File: src/rtl/ach_pkg.sv
package ach_pkg;
  typedef enum logic [1:0] {
    CH_IDLE  = 2'd0,
    CH_FETCH = 2'd1,
    CH_PLAY  = 2'd2
  } ch_state_t;
endpackage

File: src/rtl/ach_timer.sv
module ach_timer #(
  parameter int PER_W      = 16,
  parameter int MIN_PERIOD = 124
) (
  input  logic             clk,
  input  logic             rst,
  input  logic             run,
  input  logic             load,
  input  logic [PER_W-1:0] period,
  output logic             expire
);
  localparam logic [PER_W-1:0] MIN_P = PER_W'(MIN_PERIOD);

  logic [PER_W-1:0] cnt;
  logic [PER_W-1:0] per_eff;

  assign per_eff = (period < MIN_P) ? MIN_P : period;
  assign expire  = run && !load && (cnt == '0);

  always_ff @(posedge clk) begin
    if (rst) begin
      cnt <= '0;
    end else if (load) begin
      cnt <= per_eff - PER_W'(1);
    end else if (run) begin
      if (cnt == '0) cnt <= per_eff - PER_W'(1);
      else           cnt <= cnt - PER_W'(1);
    end
  end

  AST_RELOAD_FLOOR: assert property (@(posedge clk) disable iff (rst)
    (expire || load) |=> (cnt >= MIN_P - PER_W'(1)));
endmodule

File: src/rtl/ach_fetch.sv
module ach_fetch #(
  parameter int AW = 16,
  parameter int LW = 16
) (
  input  logic          clk,
  input  logic          rst,
  input  logic          load,
  input  logic          step,
  input  logic [AW-1:0] start_addr,
  input  logic [LW-1:0] len_words,
  output logic [AW-1:0] addr,
  output logic          wrap
);
  logic [LW-1:0] left;
  logic [LW-1:0] len_eff;
  logic [AW-1:0] base;

  assign len_eff = (len_words == '0) ? LW'(1) : len_words;
  assign base    = start_addr & ~AW'(1);

  always_ff @(posedge clk) begin
    if (rst) begin
      addr <= '0;
      left <= '0;
      wrap <= 1'b0;
    end else begin
      wrap <= 1'b0;
      if (load) begin
        addr <= base;
        left <= len_eff;
      end else if (step) begin
        if (left <= LW'(1)) begin
          addr <= base;
          left <= len_eff;
          wrap <= 1'b1;
        end else begin
          addr <= addr + AW'(2);
          left <= left - LW'(1);
        end
      end
    end
  end

  AST_WRAP_SINGLE: assert property (@(posedge clk) disable iff (rst)
    wrap |=> !wrap);
  AST_STEP_ADVANCE: assert property (@(posedge clk) disable iff (rst)
    (step && !load && left > LW'(1)) |=> (addr == $past(addr) + AW'(2)));
endmodule

File: src/rtl/ach_scale.sv
module ach_scale #(
  parameter int SW = 8,
  parameter int VW = 7
) (
  input  logic               clk,
  input  logic               rst,
  input  logic               fire,
  input  logic [SW-1:0]      sample,
  input  logic [VW-1:0]      volume,
  output logic [SW+VW-1:0]   out,
  output logic               valid
);
  localparam int OW      = SW + VW;
  localparam int VOL_MAX = 1 << (VW - 1);
  localparam int LO_LIM  = -(1 << (SW - 1)) * VOL_MAX;
  localparam int HI_LIM  = ((1 << (SW - 1)) - 1) * VOL_MAX;

  logic [VW-1:0]        vol_eff;
  logic signed [OW:0]   prod;

  assign vol_eff = (volume > VW'(VOL_MAX)) ? VW'(VOL_MAX) : volume;
  assign prod    = (OW+1)'($signed(sample)) * (OW+1)'($signed({1'b0, vol_eff}));

  always_ff @(posedge clk) begin
    if (rst) begin
      out   <= '0;
      valid <= 1'b0;
    end else begin
      valid <= fire;
      if (fire) out <= prod[OW-1:0];
    end
  end

  AST_OUT_RANGE: assert property (@(posedge clk) disable iff (rst)
    ($signed(out) >= LO_LIM) && ($signed(out) <= HI_LIM));
  AST_OUT_HOLD: assert property (@(posedge clk) disable iff (rst)
    !valid |-> $stable(out));
endmodule

File: src/rtl/audio_sample_channel.sv
module audio_sample_channel #(
  parameter int AW         = 16,
  parameter int LW         = 16,
  parameter int PER_W      = 16,
  parameter int MIN_PERIOD = 124,
  parameter int SW         = 8,
  parameter int VW         = 7
) (
  input  logic                clk,
  input  logic                rst,
  input  logic                enable,
  input  logic [AW-1:0]       start_addr,
  input  logic [LW-1:0]       len_words,
  input  logic [PER_W-1:0]    period,
  input  logic [VW-1:0]       volume,
  output logic                dma_req,
  output logic [AW-1:0]       dma_addr,
  input  logic                dma_ack,
  input  logic [2*SW-1:0]     dma_data,
  output logic [SW+VW-1:0]    sample_out,
  output logic                sample_valid,
  output logic                loop_irq
);
  import ach_pkg::*;

  localparam int DW = 2 * SW;
  localparam int GW = $clog2(MIN_PERIOD + 1);

  ch_state_t     st;
  logic [DW-1:0] cur_w;
  logic [DW-1:0] nxt_w;
  logic          byte_lo;
  logic          acc;
  logic          start_go;
  logic          first_ack;
  logic          run;
  logic          expire;
  logic [SW-1:0] samp_sel;

  assign acc       = dma_ack && dma_req && enable;
  assign start_go  = enable && (st == CH_IDLE);
  assign first_ack = acc && (st == CH_FETCH);
  assign run       = enable && (st == CH_PLAY);
  assign samp_sel  = byte_lo ? cur_w[SW-1:0] : cur_w[DW-1:SW];

  always_ff @(posedge clk) begin
    if (rst) begin
      st      <= CH_IDLE;
      dma_req <= 1'b0;
      cur_w   <= '0;
      nxt_w   <= '0;
      byte_lo <= 1'b0;
    end else if (!enable) begin
      st      <= CH_IDLE;
      dma_req <= 1'b0;
    end else begin
      case (st)
        CH_IDLE: begin
          st      <= CH_FETCH;
          dma_req <= 1'b1;
        end
        CH_FETCH: begin
          if (acc) begin
            st      <= CH_PLAY;
            cur_w   <= dma_data;
            byte_lo <= 1'b0;
            dma_req <= 1'b0;
          end
        end
        default: begin
          if (acc) begin
            nxt_w   <= dma_data;
            dma_req <= 1'b0;
          end
          if (expire) begin
            if (!byte_lo) begin
              byte_lo <= 1'b1;
              dma_req <= 1'b1;
            end else begin
              byte_lo <= 1'b0;
              cur_w   <= acc ? dma_data : nxt_w;
            end
          end
        end
      endcase
    end
  end

  ach_timer #(.PER_W(PER_W), .MIN_PERIOD(MIN_PERIOD)) u_timer (
    .clk(clk), .rst(rst), .run(run), .load(first_ack),
    .period(period), .expire(expire)
  );

  ach_fetch #(.AW(AW), .LW(LW)) u_fetch (
    .clk(clk), .rst(rst), .load(start_go), .step(acc),
    .start_addr(start_addr), .len_words(len_words),
    .addr(dma_addr), .wrap(loop_irq)
  );

  ach_scale #(.SW(SW), .VW(VW)) u_scale (
    .clk(clk), .rst(rst), .fire(expire), .sample(samp_sel),
    .volume(volume), .out(sample_out), .valid(sample_valid)
  );

  // Checker state: cycles since the last sample pulse, saturating.
  logic [GW-1:0] gap;
  logic          seen;
  always_ff @(posedge clk) begin
    if (rst) begin
      gap  <= '0;
      seen <= 1'b0;
    end else if (sample_valid) begin
      gap  <= '0;
      seen <= 1'b1;
    end else if (gap < GW'(MIN_PERIOD)) begin
      gap <= gap + GW'(1);
    end
  end

  AST_REQ_HOLD: assert property (@(posedge clk) disable iff (rst)
    (dma_req && !dma_ack && enable) |=> dma_req);
  AST_REQ_ON_LOW: assert property (@(posedge clk) disable iff (rst)
    ($rose(dma_req) && st == CH_PLAY) |-> byte_lo);
  AST_GAP_MIN: assert property (@(posedge clk) disable iff (rst)
    (sample_valid && seen) |-> (gap >= GW'(MIN_PERIOD - 1)));
  AST_IDLE_QUIET: assert property (@(posedge clk) disable iff (rst)
    !enable |=> (!sample_valid && !dma_req));
endmodule

File: config.mk
export PLATFORM = sky130hd
export DESIGN_NAME = audio_sample_channel
export DESIGN_NICKNAME = d
export VERILOG_FILES = /design/src/rtl/ach_pkg.sv /design/src/rtl/ach_timer.sv /design/src/rtl/ach_fetch.sv /design/src/rtl/ach_scale.sv /design/src/rtl/audio_sample_channel.sv
export SDC_FILE = /design/constraint.sdc
export NUM_CORES = 1
export LEC_CHECK = 0
export BUFFER_PORTS_ARGS = -buffer_cell sky130_fd_sc_hd__buf_4
export CORE_ASPECT_RATIO = 1.2
export CORE_MARGIN = 8
export CORE_UTILIZATION = 54
export DETAILED_ROUTE_END_ITERATION = 7
export GPL_TIMING_DRIVEN = 0
export HOLD_SLACK_MARGIN = 0.03
export PLACE_DENSITY = 0.76
export SETUP_SLACK_MARGIN = 0.15
export SYNTH_ARGS = -nofsm -noshare
export SYNTH_HDL_FRONTEND = slang
export SYNTH_SLANG_ARGS = --single-unit
File: constraint.sdc
create_clock -name clk -period 7.8 [get_ports clk]
set_input_delay 1.56 -clock clk [delete_from_list [all_inputs] [get_ports clk]]
set_output_delay 1.56 -clock clk [all_outputs]
set_load 0.05 [all_outputs]
==> run summary <==
Overflow after GRT - 0
via count - 7277
register-to-register setup slack - 1960 ps
kind of end point of the critical path - register
met3 usage - 0.0368
fraction of registers with async set/reset - 0
Chip Width - 126 µm
Fmax - 163 MHz
layout cell share with drive strength beyond 1 - 0.161
Slew @ Worst Pin - 853 ps
Synthesis Warnings - 0
clk buf depth - 2
drt wl/cell - 16.9 µm
largest net degree at the start of global routing - 18
Hold Path Depth - 2
FP Rows - 48
final period utilization - 0.784
post-synth net total - 1106
Pwr Total - 1350 µW
DIE AREA - 18500 µm²
Clock Sinks - 101
Inst Count DP - 1230
GP Congestion - 0.932
Hold Path Sink - u_scale.out[7]
DP Area - 8790 µm²
Arr. time, crit path - 6320 ps
final hold vios - 0
synthesized area - 7790 µm²
number of global-route vias before repair - 7256
number of port buffers - 104
flops & latches, synth - 101
post-synthesis cell type count - 71
Synth Instances - 951
DR iter-0 viols - 514
Clock Latency Late Sink - 350 ps
pwr dens - 149 nW/µm²
GR peak layer - met2
Die Span Y - 148 µm
TritonCTS clock tree - built
Final ANT Viol Nets - 0
Routed WL - 21.0 mm
initial antenna violation count - 0
Post-DP HPWL - 16.3 mm
crit path time final - 6120 ps
Starting Density - 0.547
Clock transition at path regs - 70 ps
DRC - 0
syn_area_per_cell - 8.19 µm²
reg2reg start - byte_lo
total CTS buffers - 9
finished layout cell area - 9060 µm²
worst-path fanout max - 10
Hold Path Origin - u_scale.out[7]
Hold WC Path Type - reg -> reg
Setup Fix Bufs, Post-CTS - 0
Core Util, Final - 0.637
Final Instance Count excl. Fillers - 1245
fin nets - 1221
CTS root buf - clkbuf_16
I/O pins - 109
first-pass GRT wire length - 35.3 mm
Vias/cell - 5.84
Hold-fix buffers, CTS - 0
FF-to-FF path depth - 16
core area - 14200 µm²
htree depth - 3
number of flops mapped to enable cells by yosys - 0
WP data required - 8010 ps
max cap viols - 0
max-slew violation count - 0
met1 GRT Util - 0.265
Seq/Total Area, Yosys - 0.260
overall global routing resource usage - 0.230
Area Overhead vs Synth - 16.4%
M2 GR Usage - 0.414
CP startpoint kind - primary input
VDD IR max - 106 µV
antenna cells - 0
setup TNS - 0 ps
DR pass1 iterations - 5
Crit Path Class - in -> reg
Top FF cell, synth - dfxtp_1
normalized max-slew margin - 0.427
reg2reg end - u_scale.out[14]
final clock skew - 8.76 ps
status - completed
RSZ-0062 raised after global routing - false
Setup violations, final - 0
post-CTS sizing - 0
Leak Pwr - 0.00374 µW
-- logic make-up after synthesis --
family	Yosys count	share of synthesized area
adder cells (fa/ha/maj)	80	0.171
XOR/XNOR	35	0.0394
AO/OA/AOI/OAI	211	0.187
multiplexers	38	0.0493
AND/OR/NAND/NOR	358	0.226
flip-flops	101	0.260
buffers and inverters	128	0.0680
-- metrics by stage --
| stage | hold slack [ps] | setup slack [ps] |
|---|---|---|
| finish | 451 | 1680 |
| CTS | 453 | 1710 |
| global placement | 439 | 1380 |
| detailed placement | 443 | 1360 |
| global route | 471 | 1380 |
| floorplan | 436 | 1940 |
-- synthesized netlist by cell type (23+ instances only) --
| cell | n | share of area |
|---|---|---|
| nor2_1 | 111 | 0.054 |
| dfxtp_1 | 101 | 0.26 |
| nand2_1 | 99 | 0.048 |
| inv_1 | 80 | 0.039 |
| a21oi_1 | 59 | 0.038 |
| fa_1 | 44 | 0.11 |
| o21ai_0 | 41 | 0.026 |
| ha_1 | 36 | 0.058 |
| clkbuf_1 | 35 | 0.017 |
| mux2i_1 | 35 | 0.045 |
| nor3_1 | 31 | 0.020 |
| xnor2_1 | 27 | 0.030 |
| nand3_1 | 23 | 0.015 |
-- power breakdown --
part | leakage (µW) | internal, µW | switching, µW | total, µW
clock | 0.000128 | 217 | 215 | 432
sequential | 0.000819 | 536 | 27.6 | 564
combinational | 0.00280 | 141 | 213 | 354
-- sequential cells by signal (all words and copies together) (netlist names) --
signal and flops:
byte_lo 1, cur_w 16, dma_req 1, nxt_w 16
st 2, u_fetch.addr 16, u_fetch.left 16, u_fetch.wrap 1
u_scale.out 15, u_scale.valid 1, u_timer.cnt 16
-- cell type report --
type / count / area [µm²]
tap: 175 / 219
inverter: 80 / 300
clock inverter: 6 / 46.3
timing repair buffer: 104 / 781
fill: 1282 / 5170
buffer: 48 / 229
multi-input combinational: 722 / 5240
sequential: 101 / 2020
clock buffer: 9 / 225
-- layer usage --
metal  vias to the layer above  wire length (µm)  part of all wire
met3                        47              1060             0.051
met5                         -                 0                 0
met2                       221             10800              0.52
met4                         0               587             0.028
met1                      3467              8530              0.41
li1                       3542                 -                 -
-- worst max-delay path by stage --
stage | from | cells past startpoint | end | slack (ps)
finish | volume[6] | 18 | u_scale.out[14] | 1680
global route | volume[6] | 18 | u_scale.out[14] | 1380
CTS | volume[6] | 18 | u_scale.out[14] | 1710
detailed placement | volume[6] | 18 | u_scale.out[14] | 1360
global placement | volume[6] | 18 | u_scale.out[14] | 1380
floorplan | volume[6] | 17 | u_scale.out[13] | 1940
-- placed cells by master, fill, tap and decap left out, types with 4 or more instances in the layout --
cell type	n
nor2_1	111
buf_4	107
dfxtp_1	101
nand2_1	99
inv_1	80
a21oi_1	59
fa_1	44
o21ai_0	41
ha_1	36
clkbuf_1	35
mux2i_1	35
nor3_1	31
xnor2_1	27
nand3_1	23
a22oi_1	16
a211oi_2	14
nor4_1	13
nand2b_1	12
a211oi_1	12
o22ai_1	12
nor2b_1	10
and3_1	10
clkbuf_16	9
or2_2	8
or3_1	8
o211ai_1	8
xor2_1	8
o21a_1	7
or4_1	5
and2_1	5
a31oi_1	5
nor4_4	4
-- critical path: stages --
cell and delay, ps:
buf_4 90, clkbuf_1 280, nand2b_1 150, clkbuf_1 310
nor2_1 110, fa_1 530, fa_1 450, fa_1 560
inv_1 60, fa_1 530, inv_1 40, ha_1 360
a2111oi_0 380, o21ai_0 250, nand4_1 160, a21oi_1 80
xnor2_1 280, a211oi_1 120
Note: power is estimated with default switching activity, not from simulation.
